$ cat src/rtl/wdog_guard.sv
`timescale 1ns/1ps
module wdog_guard #(
  parameter int BASE_TICKS = 2,
  parameter int WIN_CYCLES = 4
) (
  input  logic       clk,
  input  logic       por,
  input  logic       sys_rst,
  input  logic       tick,
  input  logic       kick,
  input  logic       force_on,
  input  logic       wr_en,
  input  logic [7:0] wr_data,
  output logic [7:0] rd_data,
  output logic       wdt_reset
);
  localparam int MAX_CODE   = 9;
  localparam int PERIOD_MAX = BASE_TICKS << MAX_CODE;
  localparam int CW         = $clog2(PERIOD_MAX + 1);
  localparam int WW         = $clog2(WIN_CYCLES + 1);
  localparam int B_EN       = 3;
  localparam int B_CE       = 4;
  localparam int B_SELHI    = 5;
  localparam int B_FLAG     = 6;

  logic          en, flag, rst_q;
  logic [3:0]    sel;
  logic [WW-1:0] win;
  logic [CW-1:0] cnt;

  wire           win_open = (win != '0);
  wire           accept   = wr_en && win_open;
  wire           unlock   = wr_en && !win_open && wr_data[B_CE] && wr_data[B_EN];
  wire [3:0]     wr_sel   = {wr_data[B_SELHI], wr_data[2:0]};
  wire [3:0]     eff_sel  = (sel > 4'(MAX_CODE)) ? 4'(MAX_CODE) : sel;
  wire [CW-1:0]  period   = CW'(BASE_TICKS) << eff_sel;
  wire           expire   = en && tick && !kick && !accept && (cnt == period - 1'b1);

  always_ff @(posedge clk) begin
    if (por) begin
      en    <= force_on;
      sel   <= '0;
      win   <= '0;
      flag  <= 1'b0;
      cnt   <= '0;
      rst_q <= 1'b0;
    end else if (sys_rst) begin
      en    <= 1'b1;
      sel   <= '0;
      win   <= '0;
      cnt   <= '0;
      rst_q <= 1'b0;
    end else begin
      rst_q <= expire;
      if (expire)                      flag <= 1'b1;
      else if (wr_en && !wr_data[B_FLAG]) flag <= 1'b0;
      if (accept) begin
        en  <= wr_data[B_EN] | flag | force_on;
        sel <= wr_sel;
        win <= '0;
      end else if (unlock) begin
        win <= WW'(WIN_CYCLES);
      end else if (win_open) begin
        win <= win - 1'b1;
      end
      if (!en || kick || accept || expire) cnt <= '0;
      else if (tick)                       cnt <= cnt + 1'b1;
    end
  end

  assign rd_data   = {1'b0, flag, sel[3], win_open, en, sel[2:0]};
  assign wdt_reset = rst_q;

  assert_pulse_one_R6: assert property (@(posedge clk) disable iff (por)
    wdt_reset |=> !wdt_reset);
  assert_cnt_bound_R6: assert property (@(posedge clk) disable iff (por)
    en |-> (cnt < period));
  assert_fire_flag_R9: assert property (@(posedge clk) disable iff (por)
    wdt_reset |-> flag);
  assert_flag_holds_en_R9: assert property (@(posedge clk) disable iff (por)
    (flag && !por) |=> en);
  assert_force_holds_en_R10: assert property (@(posedge clk) disable iff (por)
    (force_on && en && !por) |=> en);
  assert_locked_cfg_R4: assert property (@(posedge clk) disable iff (por)
    (!win_open && !sys_rst && !por) |=> ($stable(en) && $stable(sel)));
  assert_disabled_idle_R7: assert property (@(posedge clk) disable iff (por)
    (!en && !por && !sys_rst) |=> !wdt_reset);
endmodule

$ cat config.mk
export PLATFORM = sky130hd
export DESIGN_NAME = wdog_guard
export DESIGN_NICKNAME = d
export VERILOG_FILES = /design/src/rtl/wdog_guard.sv
export SDC_FILE = /design/constraint.sdc
export NUM_CORES = 1
export LEC_CHECK = 0
export BUFFER_PORTS_ARGS = -buffer_cell sky130_fd_sc_hd__buf_2
export CAP_MARGIN = 20
export CORE_MARGIN = 1.5
export CORE_UTILIZATION = 44
export DETAILED_ROUTE_END_ITERATION = 16
export PLACE_DENSITY = 0.65
export SYNTH_ARGS = -nofsm -noshare
export SYNTH_HDL_FRONTEND = slang
export SYNTH_SLANG_ARGS = --single-unit
$ cat constraint.sdc
create_clock -name clk -period 3.6 [get_ports clk]
set_input_delay 0.18 -clock clk [delete_from_list [all_inputs] [get_ports clk]]
set_output_delay 0.18 -clock clk [all_outputs]
set_load 0.01 [all_outputs]
# Word-level counts from Yosys, hierarchy flattened
# Index checks and enable logic that the tools add are counted.
# word_totals
elab_cells,50
in_bits,15
out_inout_bits,9
reg_bits,21
# op_classes
n_addsub,3
n_shift,1
bitwise_logic,3
eq_ne,1
n_lt_le_gt_ge,1
n_mux,8
reduce_logical,26
# ops
operator,n
"11-bit by 1-bit adder with 11-bit output, second input constant",1
11-bit == test,1
"2-bit by 4-bit << shifter with 11-bit output, first input constant",1
"11-bit by 1-bit subtractor with 11-bit output, second input constant",1
1-bit logical AND,9
3-bit 2-to-1 mux,2
3-bit nonzero test,2
3-bit OR reduction,2
1-bit logical NOT,5
1-bit 2-to-1 mux,5
"4-bit > comparator, second input constant",1
4-bit 2-to-1 mux,1
2-bit nonzero test,2
4-bit OR reduction,1
1-bit logical OR,3
"3-bit by 1-bit subtractor with 3-bit output, second input constant",1
1-bit OR,2
2-bit AND reduction,1
2-bit OR reduction,1
1-bit inverter,1

# Depth between registers and ports, before layout
# depth
depth_word,8
ltp_mapped,8
mapped_depth_nobuf,7

# Worst setup path before layout
# Ideal clock, no wire load.
# synth_timing
kind,reg2reg
start,reg sel[2]
end,reg cnt[1]
required_ns,3.458
path_buffers,1
setup_slack_ns,0.472
period_less_slack_ns,3.128
setup_ns,0.142
path_stages_with_launch,9
arrival_time_ns,2.986
path_cell_list,dfxtp_1 -> clkbuf_1 -> or4b_2 -> ha_1 -> or4b_2 -> a21oi_1 -> o21ai_0 -> a2111oi_4 -> nor3b_1
# synth_between
elab_chain_cells,8
# synth_lines
item,line,rtl
start: declaration,27,logic [3:0] sel;
start signal: assignment,59,sel <= wr_sel;
4-bit > comparator,35,wire [3:0] eff_sel = (sel > 4'(MAX_CODE)) ? 4'(MAX_CODE) : sel;
4-bit 2-to-1 mux *,35,
2-bit by 4-bit << shifter with 11-bit output *,36,wire [CW-1:0] period = CW'(BASE_TICKS) << eff_sel;
11-bit by 1-bit subtractor with 11-bit output *,37,wire expire = en && tick && !kick && !accept && (cnt == period - 1'b1);
11-bit == test *,37,
1-bit logical AND *,37,
1-bit logical OR *,66,if (!en || kick || accept || expire) cnt <= '0;
3-bit OR reduction (no line) *,n/a,
end signal: assignment,67,else if (tick) cnt <= cnt + 1'b1;
end: declaration,29,logic [CW-1:0] cnt;
# Every way passes the cells marked *; elsewhere a longest branch is shown, timed or not.
# A chain may end at the register's enable or synchronous reset.

# Worst setup path after layout
# Same ends and word-level chain as after synthesis.

==> results.md <==
Power:
- Of the total power, combinational logic draws 15.8%.
- The total power density per cell area is 290 mW/mm2.
- Net switching is 26.1% of the power.
- Summed over all nets, the switching power comes to 110 uW.
- The design internal power is 311 uW.
- The clock share of power is 26.9%.
- The analysis attributes to cell leakage a power of 0.614 nW.
- In this run, flip-flops and latches consume 57.3% of the power.
- The worst IR drop on VDD is 0.000154 V.

Run:
- The number of maximum-capacitance constraint violations is 0.

Logic synthesis:
- The simple-gate portion of the synthesized area is 29.3%.
- The synthesized area divided by synthesized cell count is 8.33 um2.
- The number of cells produced by synthesis is 159.
- The post-synthesis xor/xnor area fraction is 10.6%.
- The synthesis-stage register bit count is 21.
- During synthesis, Yosys emitted a total of 0 warnings.
- Summing the areas of all compound-gate instances in the mapped netlist gives 12.6% of the synthesized area.
- The number of nets in the synthesized netlist is 178.
- The mapped cell area is 0.00132 mm2.
- The adder and majority gate portion of the synthesized area is 3.78%.
- The number of distinct library cells after synthesis is 39.
- The share of cell area taken by muxes after synthesis is 4.54%.
- Sequential cells were found to cover 32.5% of the synthesized design area.
- The largest family of logic cells by synthesized area is simple AND/OR/NAND/NOR gates.

STA:
- For the final database, setup skew stands at 4.85 ps.
- The worst path needs 3130 ps of the cycle, external delays included.
- The transition time of the tightest slew-check pin is 726 ps.
- The max-slew violation count came to 0.
- The worst hold slack after final layout is 119 ps.
- For this run, the top clock speed supported by timing is 319 MHz.
- The final hold violation count is 0.
- The final setup violation count is 0.
- Across all setup checks in the final design, the least slack found is 468 ps.
- Setup repair after global routing left no endpoint under its margin.
- In the finished design, the share of the clock period the worst path needs comes to 87.0%.
- The setup TNS is 0 ps.
- In this run the tightest slew margin relative to its limit is 51.5%.

Worst setup path:
- For flop-to-flop paths, the worst setup slack is 470 ps.
- The endpoint identified for the worst register-to-register timing path is cnt[1].
- The origin of the critical flop-to-flop path is sel[2].
- Data on the critical path arrives at its endpoint at 3340 ps.
- The kind of critical path is register to register.
- Along the worst path, the maximum fanout reaches 14.
- STA classifies the critical path endpoint as a register.
- The required time reported for the critical path endpoint is 3800 ps.
- The logic depth of the worst register-to-register path is 8.
- The category of the worst setup path launch point is a register.

Floorplanning:
- The die covers 0.00335 mm2.
- After floorplanning, the core was divided into 19 placement rows.
- The boundary pin count is 24.
- The total core area is 0.00281 mm2.
- The die is 57.9 um wide.
- The height of the die is 57.9 um.
- For this configuration, the core starts out at a cell density of 47.2%.

GRT:
- The initial antenna violation count came to 0.
- Across every metal layer, demand over resource in global routing totals 19.2%.
- The global route total overflow is 0.
- Entering global routing, the biggest net connects 15 pins.
- The via count of the first global-routing pass is 1084.
- The first global-routing pass estimated 4950 um of wire.

Finish:
- The number of nets in the layout is 195.
- The area growth from synthesis to layout is 9.55%.
- In the final layout, the share of cells above drive strength 1 is 18.9%.
- Cells fill 51.7% of the core in the end.
- The filler cells instantiated in the layout total 279.
- The filler-free cell count of the finished design is 206.
- The number of antenna cells inserted is 0.

Clock tree:
- The number of gates resized after cts is 0.
- The cell at the root of the clock tree is sky130_fd_sc_hd__clkbuf_4.
- The CTS tree is yes.
- Counting every sink on the clock net gives 21.
- The count of buffers added by post-CTS timing repair for setup is 0.
- The number of levels the H-tree was split into is 1.
- The clock passes through at most 2 buffers.
- The clock latency reported for the late side of the worst-skew pair is 300 ps.
- The number of hold buffers added after CTS was 0.
- After clock tree synthesis, the clock-pin slew on the worst setup and hold paths is 110 ps.
- The clock buffer count from CTS is 3.

Route:
- The detailed router finished its first iteration with 76 violations.
- The detailed router placed 1158 vias in this run.
- In the routed design, unresolved DRC markers number 1.
- The count of nets left with antenna violations once routing finished came out at 0.
- In the final routed layout, each cell accounts on average for 13.1 um.
- The post-detailed-route via-to-cell ratio is 5.62.
- The routed wire length is 2700 um.
- For this run, the detailed router's first-pass iteration total came to 10.

Placed design:
- The count of port buffers added during placement is 21.
- Once detailed placement completed, the half-perimeter wirelength came to 2080 um.
- The number of placed cells counting well taps is 202.
- Routability-driven placement finished with a final weighted congestion of 0.842.
- Before CTS, the worst setup slack after placement is 494 ps.

Outcome:
- The flow ran to the end, but the final reports show violations.
- The final reports fail on design-rule violations.

Min path:
- For hold timing, the worst endpoint is sel[1].
- The type of the worst min-delay path is primary input to register.
- The worst hold path passes through 2 cells.
- The worst hold path begins at sys_rst.
-- synth_stat cells, drive strengths merged --
master | count | share of area (%)
nor4b | 1 | 0.66
dfxtp | 20 | 30
nand3 | 6 | 2.3
o21a | 2 | 1.1
a21oi | 5 | 1.9
and4b | 1 | 0.76
a21o | 2 | 1.1
or3 | 2 | 1.1
inv | 7 | 2.0
a211oi | 2 | 1.1
o21ai | 3 | 1.1
xnor2 | 13 | 8.6
nand2 | 15 | 4.3
and3 | 2 | 0.95
nor3 | 10 | 3.8
edfxtp | 1 | 2.3
mux2i | 6 | 4.5
nor4 | 2 | 0.95
buf | 5 | 2.6
and2 | 2 | 0.95
or4b | 2 | 1.5
nor3b | 4 | 2.3
or4 | 2 | 1.7
a2111oi | 1 | 2.1
a31oi | 1 | 0.47
ha | 4 | 3.8
nor2b | 3 | 1.4
o21bai | 2 | 1.1
o31ai | 2 | 1.1
nand4 | 4 | 1.9
nand2b | 1 | 0.47
nor2 | 13 | 3.7
and4 | 1 | 0.66
conb | 1 | 0.28
clkbuf | 6 | 1.8
o311ai | 2 | 1.3
xor2 | 3 | 2.0
-- area by class of cell --
type | instances | area, um2 | share of cell area (%)
Inverter | 7 | 26.3 | 1.81
Sequential cell | 21 | 430 | 29.7
Multi-Input combinational cell | 120 | 808 | 55.7
Tap cell | 31 | 38.8 | 2.67
Clock buffer | 4 | 26.3 | 1.81
Timing Repair Buffer | 23 | 120 | 8.28
-- metrics by stage --
step | total power [mW] | cell area (um2)
2_1_floorplan | 0.296 | 1320
3_3_place_gp | 0.310 | 1420
3_5_place_dp | 0.313 | 1420
4_1_cts | 0.425 | 1450
5_1_grt | 0.448 | 1450
6_report | 0.421 | 1450
-- worst max path at each step --
stage | from | to | slack (ps) | cells after the start
after CTS | sel[2] | cnt[1] | 470 | 8
after detailed placement | sel[2] | cnt[1] | 490 | 8
after floorplan | sel[2] | cnt[1] | 470 | 8
after global routing | sel[2] | cnt[6] | 260 | 8
final | sel[2] | cnt[1] | 470 | 8
after global placement | sel[2] | cnt[8] | 550 | 8
-- placed cells by master (no fill, tap or decap), drive strengths merged, types with 4 or more instances in the layout --
cell type  count
buf           23
dfxtp         20
nand2         15
nor2          13
xnor2         13
nor3          10
inv            7
nand3          6
mux2i          6
a21oi          5
nor3b          4
nand4          4
ha             4
clkbuf         4
-- power by group through the flow --
stage	registers, mW	logic [mW]	clock network (mW)
final	0.241	0.0664	0.113
after global routing	0.242	0.0755	0.130
after detailed placement	0.246	0.0661	0
after CTS	0.241	0.0666	0.117
after floorplan	0.245	0.0508	0
after global placement	0.246	0.0635	0
-- cells by family after synthesis --
kind of cell | count (synthesis)
flops | 21
simple gates | 71
fa+ha+maj | 4
compound gates | 22
mux | 6
other cells | 1
buf+inv | 18
xor+xnor | 16
-- critical path, stage by stage, from the launching register on --
cell and delay, ps:
sky130_fd_sc_hd__dfxtp_1 440, sky130_fd_sc_hd__or4b_2 710, sky130_fd_sc_hd__ha_1 300, sky130_fd_sc_hd__or4b_2 640, sky130_fd_sc_hd__a21oi_1 170, sky130_fd_sc_hd__o21ai_0 170
sky130_fd_sc_hd__a2111oi_4 310, sky130_fd_sc_hd__buf_4 220, sky130_fd_sc_hd__nor3b_1 70
-- routing by layer --
metal | vias to the layer above | wire (um) | global-route usage [%]
met1 | 550 | 1320 | 26.4
met4 | 0 | 27 | 6.98
met5 | - | 0 | 0
met3 | 4 | 71 | 4.02
li1 | 589 | - | -
met2 | 15 | 1280 | 29.7
-- state kept, by name, summed over array words and instances (netlist names) --
register   count
flag           1
win            3
en             1
cnt           11
sel            4
wdt_reset      1
No activity file was read; power rests on OpenSTA's default activity.
